## config.mk

```make
export PLATFORM = sky130hd
export DESIGN_NAME = usb_dd_sched
export DESIGN_NICKNAME = d
export VERILOG_FILES = /design/src/rtl/usb_dd_pkg.sv /design/src/rtl/usb_dd_rst_sync.sv /design/src/rtl/usb_dd_arb.sv /design/src/rtl/usb_dd_addr.sv /design/src/rtl/usb_dd_flags.sv /design/src/rtl/usb_dd_sched.sv
export SDC_FILE = /design/constraint.sdc
export NUM_CORES = 1
export LEC_CHECK = 0
export BUFFER_PORTS_ARGS = -buffer_cell sky130_fd_sc_hd__buf_2
export CORE_ASPECT_RATIO = 1.1
export CORE_MARGIN = 5
export CORE_UTILIZATION = 31
export DETAILED_ROUTE_END_ITERATION = 8
export PLACE_DENSITY = 0.73
export SKIP_CTS_REPAIR_TIMING = 1
export SYNTH_ARGS = -nofsm -noshare
export SYNTH_HDL_FRONTEND = slang
export SYNTH_SLANG_ARGS = --single-unit
```

## constraint.sdc

```tcl
create_clock -name clk -period 3.1 [get_ports clk]
set_clock_uncertainty 0.05 [all_clocks]
set_input_delay 0.155 -clock clk [delete_from_list [all_inputs] [get_ports clk]]
set_output_delay 0.155 -clock clk [all_outputs]
set_load 0.005 [all_outputs]
```

## src/rtl/usb_dd_pkg.sv

```systemverilog
package usb_dd_pkg;

  typedef enum logic [1:0] {
    ST_IDLE  = 2'd0,
    ST_FETCH = 2'd1,
    ST_GRANT = 2'd2,
    ST_WBACK = 2'd3
  } sched_st_e;

endpackage

```

## src/rtl/usb_dd_rst_sync.sv

```systemverilog
module usb_dd_rst_sync (
  input  logic clk,
  input  logic rst_n,
  output logic rst_sync_n
);

  logic [1:0] sync_q;

  always_ff @(posedge clk or negedge rst_n) begin
    if (!rst_n) begin
      sync_q <= 2'b00;
    end else begin
      sync_q <= {sync_q[0], 1'b1};
    end
  end

  assign rst_sync_n = sync_q[1];

endmodule

```

## src/rtl/usb_dd_arb.sv

```systemverilog
module usb_dd_arb #(
  parameter int NUM_EP = 32,
  localparam int IW = $clog2(NUM_EP)
) (
  input  logic              clk,
  input  logic              rst_n,
  input  logic [NUM_EP-1:0] elig_i,
  output logic              any_o,
  output logic [IW-1:0]     idx_o
);

  logic [NUM_EP:0]   seen;
  logic [NUM_EP-1:0] first;

  assign seen[0] = 1'b0;

  for (genvar g = 0; g < NUM_EP; g++) begin : g_chain
    assign first[g]  = elig_i[g] & ~seen[g];
    assign seen[g+1] = seen[g] | elig_i[g];
  end

  assign any_o = seen[NUM_EP];

  always_comb begin
    idx_o = '0;
    for (int i = 0; i < NUM_EP; i++) begin
      if (first[i]) begin
        idx_o = idx_o | IW'(i);
      end
    end
  end


  lowest_win_chk: assert property (@(posedge clk) disable iff (!rst_n)
    any_o |-> (elig_i[idx_o] &&
               ((elig_i & ((NUM_EP'(1) << idx_o) - NUM_EP'(1))) == '0)));

endmodule

```

## src/rtl/usb_dd_addr.sv

```systemverilog
module usb_dd_addr #(
  parameter int NUM_EP     = 32,
  parameter int ADDR_W     = 32,
  parameter int ALIGN_BITS = 7,
  localparam int IW = $clog2(NUM_EP)
) (
  input  logic [ADDR_W-1:0] base_i,
  input  logic [IW-1:0]     ep_i,
  output logic [ADDR_W-1:0] addr_o
);

  logic [ADDR_W-1:0] base_al;
  logic [ADDR_W-1:0] ofs;

  assign base_al = {base_i[ADDR_W-1:ALIGN_BITS], {ALIGN_BITS{1'b0}}};
  assign ofs     = ADDR_W'({ep_i, 2'b00});
  assign addr_o  = base_al + ofs;

endmodule

```

## src/rtl/usb_dd_flags.sv

```systemverilog
module usb_dd_flags #(
  parameter int NUM_EP = 32,
  localparam int IW = $clog2(NUM_EP)
) (
  input  logic              clk,
  input  logic              rst_n,
  input  logic [NUM_EP-1:0] req_i,
  input  logic              set_en_i,
  input  logic [IW-1:0]     set_idx_i,
  output logic [NUM_EP-1:0] flags_o
);

  logic [NUM_EP-1:0] flags_q;
  logic [NUM_EP-1:0] flags_d;
  logic [NUM_EP-1:0] set_vec;

  for (genvar g = 0; g < NUM_EP; g++) begin : g_set
    assign set_vec[g] = set_en_i && (set_idx_i == IW'(g));
  end

  always_comb begin
    flags_d = (flags_q & req_i) | set_vec;
  end

  always_ff @(posedge clk or negedge rst_n) begin
    if (!rst_n) begin
      flags_q <= '0;
    end else begin
      flags_q <= flags_d;
    end
  end

  assign flags_o = flags_q;


  flag_set_chk: assert property (@(posedge clk) disable iff (!rst_n)
    set_en_i |=> flags_o[$past(set_idx_i)]);


  flag_clear_chk: assert property (@(posedge clk) disable iff (!rst_n)
    (!set_en_i && (req_i == '0)) |=> (flags_o == '0));

endmodule

```

## src/rtl/usb_dd_sched.sv

```systemverilog
module usb_dd_sched #(
  parameter int NUM_EP     = 32,
  parameter int ADDR_W     = 32,
  parameter int ALIGN_BITS = 7,
  localparam int IW = $clog2(NUM_EP)
) (
  input  logic              clk,
  input  logic              rst_n,
  input  logic [NUM_EP-1:0] ep_req,
  input  logic [NUM_EP-1:0] ep_dma_en,
  input  logic [NUM_EP-1:0] ep_int_en,
  input  logic [ADDR_W-1:0] tbl_base,
  output logic              mem_req,
  output logic              mem_we,
  output logic [ADDR_W-1:0] mem_addr,
  output logic [ADDR_W-1:0] mem_wdata,
  input  logic              mem_ready,
  input  logic [ADDR_W-1:0] mem_rdata,
  output logic              gnt_vld,
  output logic [IW-1:0]     gnt_ep,
  output logic [ADDR_W-1:0] gnt_dd,
  input  logic              xfer_done,
  input  logic [ADDR_W-1:0] xfer_next_dd,
  output logic [NUM_EP-1:0] nodesc
);

  import usb_dd_pkg::*;

  logic              rst_sync_n;
  sched_st_e         st_q, st_d;
  logic [IW-1:0]     ep_q;
  logic [ADDR_W-1:0] dd_q, nxt_q;
  logic [NUM_EP-1:0] elig;
  logic              arb_any;
  logic [IW-1:0]     arb_idx;
  logic              ep_ld, dd_ld, nxt_ld;
  logic              null_hit;

  usb_dd_rst_sync u_rst (
    .clk        (clk),
    .rst_n      (rst_n),
    .rst_sync_n (rst_sync_n)
  );

  assign elig = ep_req & ep_dma_en & ~ep_int_en & ~nodesc;

  usb_dd_arb #(.NUM_EP(NUM_EP)) u_arb (
    .clk    (clk),
    .rst_n  (rst_sync_n),
    .elig_i (elig),
    .any_o  (arb_any),
    .idx_o  (arb_idx)
  );

  usb_dd_addr #(
    .NUM_EP     (NUM_EP),
    .ADDR_W     (ADDR_W),
    .ALIGN_BITS (ALIGN_BITS)
  ) u_addr (
    .base_i (tbl_base),
    .ep_i   (ep_q),
    .addr_o (mem_addr)
  );

  assign null_hit = (st_q == ST_FETCH) && mem_ready && (mem_rdata == '0);

  usb_dd_flags #(.NUM_EP(NUM_EP)) u_flags (
    .clk       (clk),
    .rst_n     (rst_sync_n),
    .req_i     (ep_req),
    .set_en_i  (null_hit),
    .set_idx_i (ep_q),
    .flags_o   (nodesc)
  );

  // next-state process
  always_comb begin
    st_d   = st_q;
    ep_ld  = 1'b0;
    dd_ld  = 1'b0;
    nxt_ld = 1'b0;
    unique case (st_q)
      ST_IDLE: begin
        if (arb_any) begin
          ep_ld = 1'b1;
          st_d  = ST_FETCH;
        end
      end
      ST_FETCH: begin
        if (mem_ready) begin
          if (mem_rdata == '0) begin
            st_d = ST_IDLE;
          end else begin
            dd_ld = 1'b1;
            st_d  = ST_GRANT;
          end
        end
      end
      ST_GRANT: begin
        if (xfer_done) begin
          nxt_ld = 1'b1;
          st_d   = ST_WBACK;
        end
      end
      ST_WBACK: begin
        if (mem_ready) begin
          st_d = ST_IDLE;
        end
      end
      default: st_d = ST_IDLE;
    endcase
  end

  // register process with explicit enables
  always_ff @(posedge clk or negedge rst_sync_n) begin
    if (!rst_sync_n) begin
      st_q  <= ST_IDLE;
      ep_q  <= '0;
      dd_q  <= '0;
      nxt_q <= '0;
    end else begin
      st_q <= st_d;
      if (ep_ld) begin
        ep_q <= arb_idx;
      end
      if (dd_ld) begin
        dd_q <= mem_rdata;
      end
      if (nxt_ld) begin
        nxt_q <= xfer_next_dd;
      end
    end
  end

  assign mem_req   = (st_q == ST_FETCH) || (st_q == ST_WBACK);
  assign mem_we    = (st_q == ST_WBACK);
  assign mem_wdata = nxt_q;
  assign gnt_vld   = (st_q == ST_GRANT);
  assign gnt_ep    = ep_q;
  assign gnt_dd    = dd_q;


  mem_hold_chk: assert property (@(posedge clk) disable iff (!rst_sync_n)
    (mem_req && !mem_ready) |=> (mem_req && $stable(mem_addr) && $stable(mem_we)));


  no_mem_in_gnt_chk: assert property (@(posedge clk) disable iff (!rst_sync_n)
    gnt_vld |-> !mem_req);


  word_align_chk: assert property (@(posedge clk) disable iff (!rst_sync_n)
    mem_req |-> (mem_addr[1:0] == 2'b00));


  gnt_hold_chk: assert property (@(posedge clk) disable iff (!rst_sync_n)
    (gnt_vld && !xfer_done) |=> (gnt_vld && $stable(gnt_ep) && $stable(gnt_dd)));


  gnt_nonnull_chk: assert property (@(posedge clk) disable iff (!rst_sync_n)
    gnt_vld |-> (gnt_dd != '0));


  wback_chk: assert property (@(posedge clk) disable iff (!rst_sync_n)
    (gnt_vld && xfer_done) |=> (mem_req && mem_we && (mem_wdata == $past(xfer_next_dd))));

endmodule

```

-- Word level (Yosys, flattened, before mapping)
Index checks and enable logic that the tools add are counted.
- register bits: 105
- bits in latches: 0
- memory bits (writable): 0
- memory bits (read-only): 0
- bits of input ports: 196
- memories kept: 0
- $add $sub $neg: 1
- multiply operators: 0
- div/mod/pow operators: 0
- magnitude comparators: 0
- equal/unequal tests: 38
- shifts and indexed selects: 0
- muxes and demuxes: 55
- bitwise gates (word level): 100
- reductions and logical operators: 39
- operator list (cell ; number):
    32-bit AND ; 4
    5-bit equality test, second input constant ; 16
    5-bit two-way mux ; 16
    32-bit inverter ; 2
    5-bit by 4-bit equality test with 1-bit output, second input constant ; 8
    1-bit logical AND ; 34
    32-bit by 7-bit adder with 32-bit output ; 1
    32-bit logical NOT ; 1
    4-bit two-way mux ; 8
    32-bit bitwise OR ; 1
    1-bit AND ; 31
    1-bit inverter ; 31
    1-bit bitwise OR ; 31
    2-bit two-way mux ; 13
    5-bit by 3-bit equality test with 1-bit output, second input constant ; 4
    1-bit two-way mux ; 13
    3-bit two-way mux ; 4
    5-bit by 2-bit equality test with 1-bit output, second input constant ; 2
    2-bit one-hot mux with 4 select lines ; 1
    5-bit by 1-bit equality test with 1-bit output, second input constant ; 1
    5-bit logical NOT ; 1
    2-bit equality test, second input constant ; 2
    2-bit by 1-bit inequality test with 1-bit output, second input constant ; 2
    2-bit inequality test, second input constant ; 2
    4 further kinds ; 4

-- Longest topological paths before layout
Gate-level depths: netlist (run 1).
- depth in word-level cells: 37
- gate-level depth with buffers: 6
- mapped depth without buffers: 6

-- Modules after synthesis
From an unflattened synthesis (run 1), not the netlist that was laid out.
- cells, all modules: 436
- area total of the unflattened synthesis: 5089.9 um2
- modules (own cells, without submodules) (module ; times used ; cells each ; area an instance (um2) ; sequential area each (um2)):
    usb_dd_sched ; 1 ; 232 ; 3144.3 ; 1776.7
    usb_dd_flags ; 1 ; 97 ; 1242.4 ; 800.8
    usb_dd_arb ; 1 ; 71 ; 405.4 ; 0.0
    usb_dd_addr ; 1 ; 33 ; 244.0 ; 0.0
    usb_dd_rst_sync ; 1 ; 3 ; 53.8 ; 50.0

-- Worst setup path before layout (run 1)
Ideal clock, no wire load.
- path kind: register -> register
- from: reg u_flags.flags_q[6] (netlist: u_flags.flags_o[6])
- to: reg ep_q[0] (netlist: gnt_ep[0])
- arrival: 1.626 ns
- path slack: 1.298 ns
- cell stages (with the launch flop): 7
- buffers on the path: 0
- cells stage by stage: dfrtp_1 nand4bb_1 and4_1 and4bb_4 and2_1 a21o_1 o32a_1
- word-level cells in the longest chain between the ends: 31
- elaborated cells on any way between the ends: 82
- those cells by class: 28 x mux; 54 x bitwise
- ends and longest elaborated chain (what ; line ; text):
    from (decl) ; usb_dd_flags.sv:13 ; logic [NUM_EP-1:0] flags_q;
    from (signal assigned) ; usb_dd_flags.sv:29 ; flags_q <= flags_d;
    32-bit inverter (*) ; usb_dd_sched.sv:45 ; assign elig = ep_req & ep_dma_en & ~ep_int_en & ~nodesc;
    32-bit AND (*) ; usb_dd_sched.sv:45 ;
    1-bit bitwise OR (*) ; usb_dd_arb.sv:19 ; assign seen[g+1] = seen[g] | elig_i[g];
    1-bit bitwise OR (25 in a row) ; usb_dd_arb.sv:19 ;
    1-bit two-way mux ; usb_dd_sched.sv:84 ; if (arb_any) begin
    1-bit two-way mux (2 in a row) ; usb_dd_sched.sv:82 ; unique case (st_q)
    to (signal assigned) ; usb_dd_sched.sv:124 ; ep_q <= arb_idx;
    to (decl) ; usb_dd_sched.sv:31 ; logic [IW-1:0] ep_q;
Every way passes the cells marked *; elsewhere a longest branch is shown, timed or not. The select of a mux whose other input is x is not followed.
A chain may end at the register's enable or synchronous reset.

-- Final worst setup path (run 1)
- from: in mem_rdata[17]
- to: reg u_flags.flags_q[5] (netlist: u_flags.flags_o[5])
- word-level cells in the longest chain between the ends: 4
- ends and longest elaborated chain (what ; line ; text):
    from (decl) ; usb_dd_sched.sv:18 ; input logic [ADDR_W-1:0] mem_rdata,
    32-bit logical NOT ; usb_dd_sched.sv:65 ; assign null_hit = (st_q == ST_FETCH) && mem_ready && (mem_rdata == '0);
    1-bit logical AND ; usb_dd_sched.sv:65 ;
    1-bit logical AND ; usb_dd_flags.sv:18 ; assign set_vec[g] = set_en_i && (set_idx_i == IW'(g));
    32-bit bitwise OR ; usb_dd_flags.sv:22 ; flags_d = (flags_q & req_i) | set_vec;
    net u_flags.flags_d[5] ; usb_dd_flags.sv:14 ; logic [NUM_EP-1:0] flags_d;
The timed path passes the listed nets, and every way through them passes these cells.

==> results of run 1 <==
[synth_stat cells, types with 4 or more instances]
cell type and count:
mux2_2 60, nand4_1 5, nand2b_1 4, and4bb_2 8, o21ai_0 20, buf_4 32, o21bai_1 4, o21ai_1 16
mux2_1 4, nor2_1 11, nor4bb_1 7, nand2_1 48, dfrtp_1 105, a21oi_1 6, nand4bb_1 16, nor4_1 9
[worst max-delay path by stage]
stage | from | to | slack [ns] | cells past startpoint
floorplan | u_rst.sync_q[1] | async pin | 1.29 | 0
global placement | mem_rdata[22] | u_flags.flags_o[5] | 0.90 | 7
detailed placement | mem_rdata[22] | u_flags.flags_o[5] | 0.82 | 7
CTS | st_q[0] | u_flags.flags_o[5] | 0.93 | 6
global route | mem_rdata[24] | u_flags.flags_o[4] | 0.56 | 8
finish | mem_rdata[17] | u_flags.flags_o[5] | 0.79 | 8
[metal layers]
metal,global-route usage,vias to the layer above
met2,0.285,211
met3,0.0546,49
met5,0,-
li1,-,2117
met1,0.175,2221
met4,0.0839,0
[placed cells by master (no fill, tap or decap), types with 2 or more instances in the layout]
cell type and instances:
buf_2 272, dfrtp_1 104, mux2_2 60, dlygate4sd3_1 59, nand2_1 48, o21ai_0 20, o21ai_1 16, nand4bb_1 16
nor2_1 11, nor4_1 9, clkbuf_16 9, and4bb_2 8, nor4bb_1 7, a21oi_1 6, nand4_1 5, nand2b_1 4
o21bai_1 4, mux2_1 4, or2_2 3, nand3_1 3, nand3b_2 3, or4bb_1 3, conb_1 3, buf_4 3
nor4_4 2, nand4b_1 2, nand3_2 2, and2_1 2, and2b_1 2, inv_1 2, o32a_1 2, nor2b_1 2
inv_6 2, clkinv_4 2
[power groups by stage]
| stage | Clock, mW | Combinational (mW) | Sequential (mW) |
|---|---|---|---|
| final | 1.21 | 1.79 | 2.19 |
| after CTS | 1.24 | 1.74 | 2.19 |
| after global placement | 0 | 1.71 | 2.18 |
| after global routing | 1.29 | 1.96 | 2.27 |
| after detailed placement | 0 | 1.74 | 2.21 |
| after floorplan | 0 | 0.915 | 2.20 |
[state kept, by name, summed over array words and instances (netlist names), named ones only]
register / count
gnt_dd: 32
mem_wdata: 32
u_flags.flags_o: 32
gnt_ep: 5
u_rst.sync_q: 2
st_q: 1
[area by class of cell]
cell class              count  area [µm²]
well taps                 204         255
multi-input cells         271        2130
fillers                  1486        8850
flip-flops and latches    105        2630
inverters                   2        7.51
repair buffers            335        1990
clock buffers               9         225
clock inverters             7        88.8
[worst min-delay path: cells and delay by family]
family | cells | cell delay (ns)
compound gates | 1 | 0.06
buf+inv | 1 | 0.09
simple gates | 1 | 0.04
[logic make-up after synthesis]
family	count (synthesis)	share of synthesized area
simple gates	139	0.192
flops	105	0.520
compound gates	65	0.0839
mux	64	0.143
buf+inv	42	0.0601
other cells	2	0.00148
==> impl_metrics.toml, run 1 <==
[run_status]
outcome = "finished with violations"
violations = "hold timing"

[job]
max_cap_violations = 0

[sta]
fmax_ghz = 0.433
fin_crit_ns = 2.31
fin_crit_sh = 0.744
drv_slew = 0
timing.hold.ws_ns = -0.0219
finalHoldViolCount = 13
tightest_slew_ns = 0.762
max-slew-margin-rel = 0.492
worst_slack_ns = 0.793
fin_tns_setup_ns = 0
rsz0062_at_grt = "no"
setup_viol = 0

[pwr]
p_switching_mw = 1.68
power_frac_clock = 0.233
switching_share = 0.325
pwr-share-comb = 0.345
internal_power_mw = 3.50
finalPower_mw = 5.18
powerDensity_nw_per_um2 = 707
peakVddDrop_v = 0.000415
p_seq_frac = 0.422
p_leak_nw = 3.58

[global_route]
grt_pass1_wl_um = 24300
antenna_found_initial = 0
grt_pass1_vias = 4553
grt.total_usage = 0.162
grt_max_degree = 58
grt.overflow.total = 0

[critical_path]
slowest_stage = "dlygate4sd3_1"
cp_top_family = "simple AND/OR/NAND/NOR gates"
path_cells = "dlygate4sd3_1, buf_2, nor4_1, nand4_1, nor4_4, and2b_4, nand3b_2, o21ai_1"
ff2ff_setup_slack_ns = 1.01
r2r-end = "u_flags.flags_o[5]"
cp-start-kind = "input pin"
slowest_delay_ns = 0.53
reg2reg_depth = 6
end_kind = "register"
path_class = "input pin to register"
crit_arrival_ns = 2.53
critPathRequiredTime_ns = 3.32
path_max_fanout = 5
timing.critical_path.buf_inv = 2
r2r-start = "st_q[0]"

[finish]
syn_to_final_growth_pct = 45.0
fin_nets = 920
finalCoreUtilization = 0.453
finalNonFillerCells = 933
final_layout_size_suffix_gt1_frac = 0.520
n_antenna_cell = 0
final_area_um2 = 7330

[drt]
met3_length_um = 1370
dr.pass1.iters = 4
drtAntennaViolNets = 0
top_layer = "met4"
drcViolationCount = 0
vias_per_cell = 4.93
wl_met2_um = 9050
wl_per_cell_um = 18.4
num_vias = 4598
drt-total-wl_um = 17100
initialDrtViolationCount = 163
m1WireLength_um = 6010

[place]
place_area_um2 = 6430
hpwl_um = 13100
dp.cells = 858
io_buffer_count = 272
dp_slack_ns = 0.822
gp_congestion = 0.832

[clock_tree]
cts.clk_slew.worst_paths_ns = 0.08
clock-sinks = 105
cts_buffer_depth = 2
clk_latency_ns = 0.35
htree_levels = 3
cts_tree = "yes"
root_buffer = "clkbuf_16"
cts-buffers-inserted = 9

[floorplanning]
start_util = 0.312
rows = 49
pin_count = 332
fp.dieH_um = 144
die_area_um2 = 19000
die_w_um = 132
core_area_um2 = 16200

[synthesis]
ys_top_cells_by_area = "dfrtp_1 52%, mux2_2 13%, buf_4 4.8%"
ys_ff_latch = 105
synth_cell_type_count = 57
ys_warn_count = 0
synth_area_um2 = 5060
synth-edff-count = 0
synth_top_area_share = 0.520
synthFlopType = "dfrtp_1"
postSynthAreaPerCell_um2 = 12.1
yosysSeqAreaShare = 0.520
synth_top_area_cell = "dfrtp_1"
async_reset_ff_frac = 1.00
synthCells = 417

[worst_hold_path]
min_to = "u_flags.flags_o[24]"
hold_start = "ep_req[24]"
min_path_type = "input pin to register"
hold_depth = 3
Note: power is estimated with default switching activity, not from simulation.
==> run 2: changes to the inputs <==
--- a/config.mk
+++ b/config.mk
@@ -5,12 +5,13 @@
 export SDC_FILE = /design/constraint.sdc
 export NUM_CORES = 1
 export LEC_CHECK = 0
+export ABC_AREA = 1
 export BUFFER_PORTS_ARGS = -buffer_cell sky130_fd_sc_hd__buf_2
 export CORE_ASPECT_RATIO = 1.1
 export CORE_MARGIN = 5
 export CORE_UTILIZATION = 31
 export DETAILED_ROUTE_END_ITERATION = 8
-export PLACE_DENSITY = 0.73
+export PLACE_DENSITY = 0.72
 export SKIP_CTS_REPAIR_TIMING = 1
 export SYNTH_ARGS = -nofsm -noshare
 export SYNTH_HDL_FRONTEND = slang
==> constraint.sdc (replaced) <==
create_clock -name clk -period 1.9 [get_ports clk]
set_clock_uncertainty 0.05 [all_clocks]
set_input_delay 0.095 -clock clk [delete_from_list [all_inputs] [get_ports clk]]
set_output_delay 0.095 -clock clk [all_outputs]
set_load 0.005 [all_outputs]
==> impl_metrics.toml, run 2 <==
[sta]
max-slew-margin-rel = 0.554
tightest_slew_ns = 0.669
worst_slack_ns = -0.354
finalHoldViolCount = 1
fin_crit_sh = 1.19
drv_slew = 0
fin_crit_ns = 2.25
setup_viol = 6
rsz0062_at_grt = "yes"
fin_tns_setup_ns = -2.01
timing.hold.ws_ns = -0.0256
fmax_ghz = 0.444

[clock_tree]
htree_levels = 3
root_buffer = "clkbuf_16"
cts.clk_slew.worst_paths_ns = 0.08
cts-buffers-inserted = 9
cts_buffer_depth = 2
clk_latency_ns = 0.35
clock-sinks = 105
cts_tree = "yes"

[worst_hold_path]
hold_start = "mem_rdata[6]"
hold_depth = 3
min_path_type = "input pin to register"

[floorplanning]
rows = 50
die_w_um = 135
core_area_um2 = 17000
pin_count = 332
start_util = 0.315
fp.dieH_um = 148
die_area_um2 = 20000

[finish]
final_area_um2 = 8530
syn_to_final_growth_pct = 59.0
mostFrequentLayoutCell = "buf_2"
final_layout_size_suffix_gt1_frac = 0.452
final_cell_mix = "272 x buf_2, 115 x nand2_1, 104 x dfrtp_1"
fin_nets = 1159

[critical_path]
ff2ff_setup_slack_ns = -0.35
path_max_fanout = 6
cp-startpoint = "u_flags.flags_o[8]"
reg2reg_depth = 19
end_kind = "register"
cp-start-kind = "register"
r2r-start = "u_flags.flags_o[8]"
path_class = "register to register"
critPathRequiredTime_ns = 2.09
crit_arrival_ns = 2.44

[drt]
vias_per_cell = 4.57
dr.pass1.iters = 4
drt-total-wl_um = 20600
drcViolationCount = 0
drtAntennaViolNets = 0
initialDrtViolationCount = 161
num_vias = 5497
wl_per_cell_um = 17.1

[synthesis]
synth_commonest_cells = "118 x nand2_1, 105 x dfrtp_1, 56 x mux2_2"
ys_top_cells_by_area = "dfrtp_1 49%, mux2_2 12%, nand2_1 8.3%"
ys_ff_latch = 105
synth_cell_type_count = 33
synth-edff-count = 0
synth_area_um2 = 5360
synthCells = 573
postSynthAreaPerCell_um2 = 9.36
async_reset_ff_frac = 1.00
yosysSeqAreaShare = 0.490
synthFlopType = "dfrtp_1"
synth_top_area_cell = "dfrtp_1"
ys_warn_count = 0
yosysMostFrequentCell = "nand2_1"
synth_top_area_share = 0.490

[place]
gp_congestion = 0.887
io_buffer_count = 272
hpwl_um = 15200
place_area_um2 = 7160

[global_route]
grt_max_degree = 54
grt_pass1_wl_um = 28200
grt_pass1_vias = 5233
grt.overflow.total = 0
antenna_found_initial = 1
grt.total_usage = 0.183

[job]
max_cap_violations = 0

[run_status]
violations = "hold timing, setup timing"
outcome = "finished with violations"

[pwr]
p_leak_nw = 4.45
powerDensity_nw_per_um2 = 1010
peakVddDrop_v = 0.000676
==> run 2: worst paths after layout <==
| kind | endpoint |
|---|---|
| max | gnt_ep[1] |
| min | gnt_dd[6] |
| max reg2reg | gnt_ep[1] |
| min reg2reg | mem_wdata[19] |
| max in group asynchronous | gnt_dd[9] |
| min in group asynchronous | u_rst.sync_q[0] |
==> run 2: cell families after synthesis <==
logic type / after synthesis / share of synthesized area
simple gates: 255 / 0.229
flops: 105 / 0.490
buf+inv: 100 / 0.0933
mux: 56 / 0.118
compound gates: 55 / 0.0691
other cells: 2 / 0.00140
==> run 2: layout make-up <==
class	instances	area, µm²
multi-input combinational	369	2290
antenna	1	2.50
fill	1567	8490
clock buffer	10	239
inverter	54	205
tap	234	293
sequential	105	2630
timing repair buffer	424	2790
clock inverter	6	67.6
==> run 2: per-stage QoR <==
stage | setup WS, ns | std cells | util | total power, mW
2_1_floorplan | -0.240 | 574 | - | 5.07
3_3_place_gp | -0.320 | 1085 | 0.421 | 6.44
3_5_place_dp | -0.383 | 1085 | 0.421 | 6.55
4_1_cts | -0.401 | 1101 | 0.439 | 8.52
5_1_grt | -0.582 | 1202 | 0.501 | 9.24
6_report | -0.354 | 1203 | 0.501 | 8.63
==> run 2: metal layers <==
metal  share of wire  vias up  track usage
li1                -     2666            -
met1            0.37     2522        0.205
met2            0.51      274        0.325
met3            0.10       33       0.0545
met4           0.023        2       0.0670
met5         0.00034        -            0
==> run 2: worst max-delay path, cell delays in order, from the launching register on <==
cell	delay (ns)
dfrtp_1	0.35
nor2_1	0.05
nand2_2	0.07
nand2_2	0.08
nor2_4	0.12
nand2_2	0.08
nor2_4	0.16
nand4_4	0.10
nor2_4	0.13
nand4_4	0.10
nor2_4	0.13
nand4_4	0.10
nor2_4	0.13
nand2_2	0.07
nor2_4	0.09
nand2_2	0.07
nand2_4	0.09
inv_4	0.05
nand2_1	0.06
nand2_1	0.05
==> run 2: power by group <==
part | internal [mW] | total (mW) | switching [mW]
clock | 0.967 | 1.92 | 0.950
sequential | 3.00 | 3.51 | 0.512
combinational | 1.67 | 3.21 | 1.54
==> run 3: changes to the inputs <==
--- a/config.mk
+++ b/config.mk
@@ -10,6 +10,7 @@
 export CORE_ASPECT_RATIO = 1.1
 export CORE_MARGIN = 5
 export CORE_UTILIZATION = 31
+export CTS_BUF_LIST = sky130_fd_sc_hd__clkbuf_4
 export DETAILED_ROUTE_END_ITERATION = 8
 export PLACE_DENSITY = 0.72
 export SKIP_CTS_REPAIR_TIMING = 1
==> impl_metrics.toml, run 3 (same netlist as run 2, synthesis figures left out) <==
[clock_tree]
htree_levels = 3
clk_latency_ns = 0.47
root_buffer = "clkbuf_4"
cts-buffers-inserted = 9
cts_tree = "yes"
clock-sinks = 105
cts_buffer_depth = 2
cts.clk_slew.worst_paths_ns = 0.19

[drt]
initialDrtViolationCount = 156
drcViolationCount = 0
num_vias = 5504
drtAntennaViolNets = 0
drt-total-wl_um = 20500
wl_per_cell_um = 17.0
dr.pass1.iters = 4
vias_per_cell = 4.57

[sta]
fmax_ghz = 0.429
rsz0062_at_grt = "yes"
tightest_slew_ns = 0.696
max-slew-margin-rel = 0.535
worst_slack_ns = -0.433
fin_crit_ns = 2.33
drv_slew = 0
setup_viol = 6
timing.hold.ws_ns = 0.00147
fin_crit_sh = 1.23
finalHoldViolCount = 0

[critical_path]
path_class = "register to register"
path_max_fanout = 6
end_kind = "register"
r2r-start = "u_flags.flags_o[4]"
crit_arrival_ns = 2.65
r2r-end = "gnt_ep[1]"
cp-start-kind = "register"
ff2ff_setup_slack_ns = -0.43
reg2reg_depth = 19
critPathRequiredTime_ns = 2.22

[floorplanning]
pin_count = 332
core_area_um2 = 17000
die_w_um = 135
die_area_um2 = 20000
fp.dieH_um = 148
start_util = 0.315
rows = 50

[pwr]
p_leak_nw = 4.38
powerDensity_nw_per_um2 = 946
peakVddDrop_v = 0.000696

[finish]
syn_to_final_growth_pct = 55.4
fin_nets = 1160
finalCoreUtilization = 0.490
finalNonFillerCells = 1204
mostFrequentLayoutCell = "buf_2"
final_cell_mix = "272 x buf_2, 117 x nand2_1, 104 x dfrtp_1"
final_layout_size_suffix_gt1_frac = 0.441

[worst_hold_path]
min_path_type = "input pin to register"
hold_depth = 6
hold_start = "xfer_done"

[place]
hpwl_um = 15200
dp.cells = 1085
io_buffer_count = 272
gp_congestion = 0.887
dp_slack_ns = -0.383

[run_status]
violations = "setup timing"
outcome = "finished with violations"

[global_route]
grt.overflow.total = 0
grt_pass1_wl_um = 28100
grt_pass1_vias = 5245
grt_max_degree = 54
antenna_found_initial = 2
grt.total_usage = 0.182

[job]
max_cap_violations = 0
==> run 3: cell count changes in the layout (fill, tap and decap cells not counted) <==
cell / change
clkbuf_16: -9
clkbuf_4: +9
dlygate4sd3_1: +4
nor4_1: +4
nor4_2: -4
buf_4: -2
nand2_1: +2
nand2_2: -2
buf_6: -1
clkbuf_8: -1
clkinv_1: +1
nor2_1: +1
nor2_4: -1
==> run 3: per-stage QoR <==
step / instance area (µm²) / setup TNS [ns] / power, mW
CTS: 7300 / -2.51 / 7.76
floorplan: 5370 / -1.35 / 5.07
global placement: 7160 / -15.98 / 6.44
finish: 8340 / -2.44 / 7.88
detailed placement: 7160 / -14.16 / 6.55
global route: 8340 / -3.81 / 8.47
==> run 3: worst max-delay path, stage by stage (launching register included) <==
cell and delay (ns):
dfrtp_1 0.38, nor2_1 0.06, nand2_2 0.10, nand2_2 0.08, nor2_4 0.14, nand2_4 0.07, nor2_4 0.16, nand4_4 0.10
nor2_4 0.13, nand4_4 0.10, nor2_4 0.16, nand4_4 0.10, nor2_4 0.13, nand2_2 0.07, nor2_4 0.09, nand2_2 0.07
nand2_4 0.09, inv_4 0.05, nand2_1 0.06, nand2_1 0.05
==> run 3: how the worst max path moves through the flow <==
stage	startpoint	end	slack (ns)	cells past startpoint
2_1_floorplan	u_flags.flags_o[3]	gnt_ep[0]	-0.24	19
3_3_place_gp	mem_rdata[29]	gnt_dd[30]	-0.32	10
3_5_place_dp	u_flags.flags_o[4]	gnt_ep[1]	-0.38	19
4_1_cts	u_flags.flags_o[8]	gnt_ep[1]	-0.44	19
5_1_grt	u_flags.flags_o[3]	gnt_ep[2]	-0.65	19
6_report	u_flags.flags_o[4]	gnt_ep[1]	-0.43	19
==> run 3: cell type report <==
| type | count | area [µm²] |
|---|---|---|
| multi-input combinational | 369 | 2260 |
| clock buffer | 9 | 67.6 |
| fill | 1584 | 8680 |
| sequential | 105 | 2630 |
| inverter | 54 | 205 |
| antenna | 1 | 2.50 |
| clock inverter | 7 | 71.3 |
| timing repair buffer | 425 | 2810 |
| tap | 234 | 293 |
==> run 3: layer usage <==
metal	vias up	part of all wire	track usage
met3	29	0.096	0.0534
met1	2531	0.37	0.205
met5	-	0.00034	0
met2	270	0.51	0.325
met4	2	0.022	0.0670
li1	2672	-	-
==> run 3: where the power goes <==
part	leakage, nW	switching (mW)	internal [mW]
sequential	1.32	0.515	2.99
combinational	2.98	1.54	1.67
clock	0.0745	0.870	0.304
total	4.38	2.92	4.96
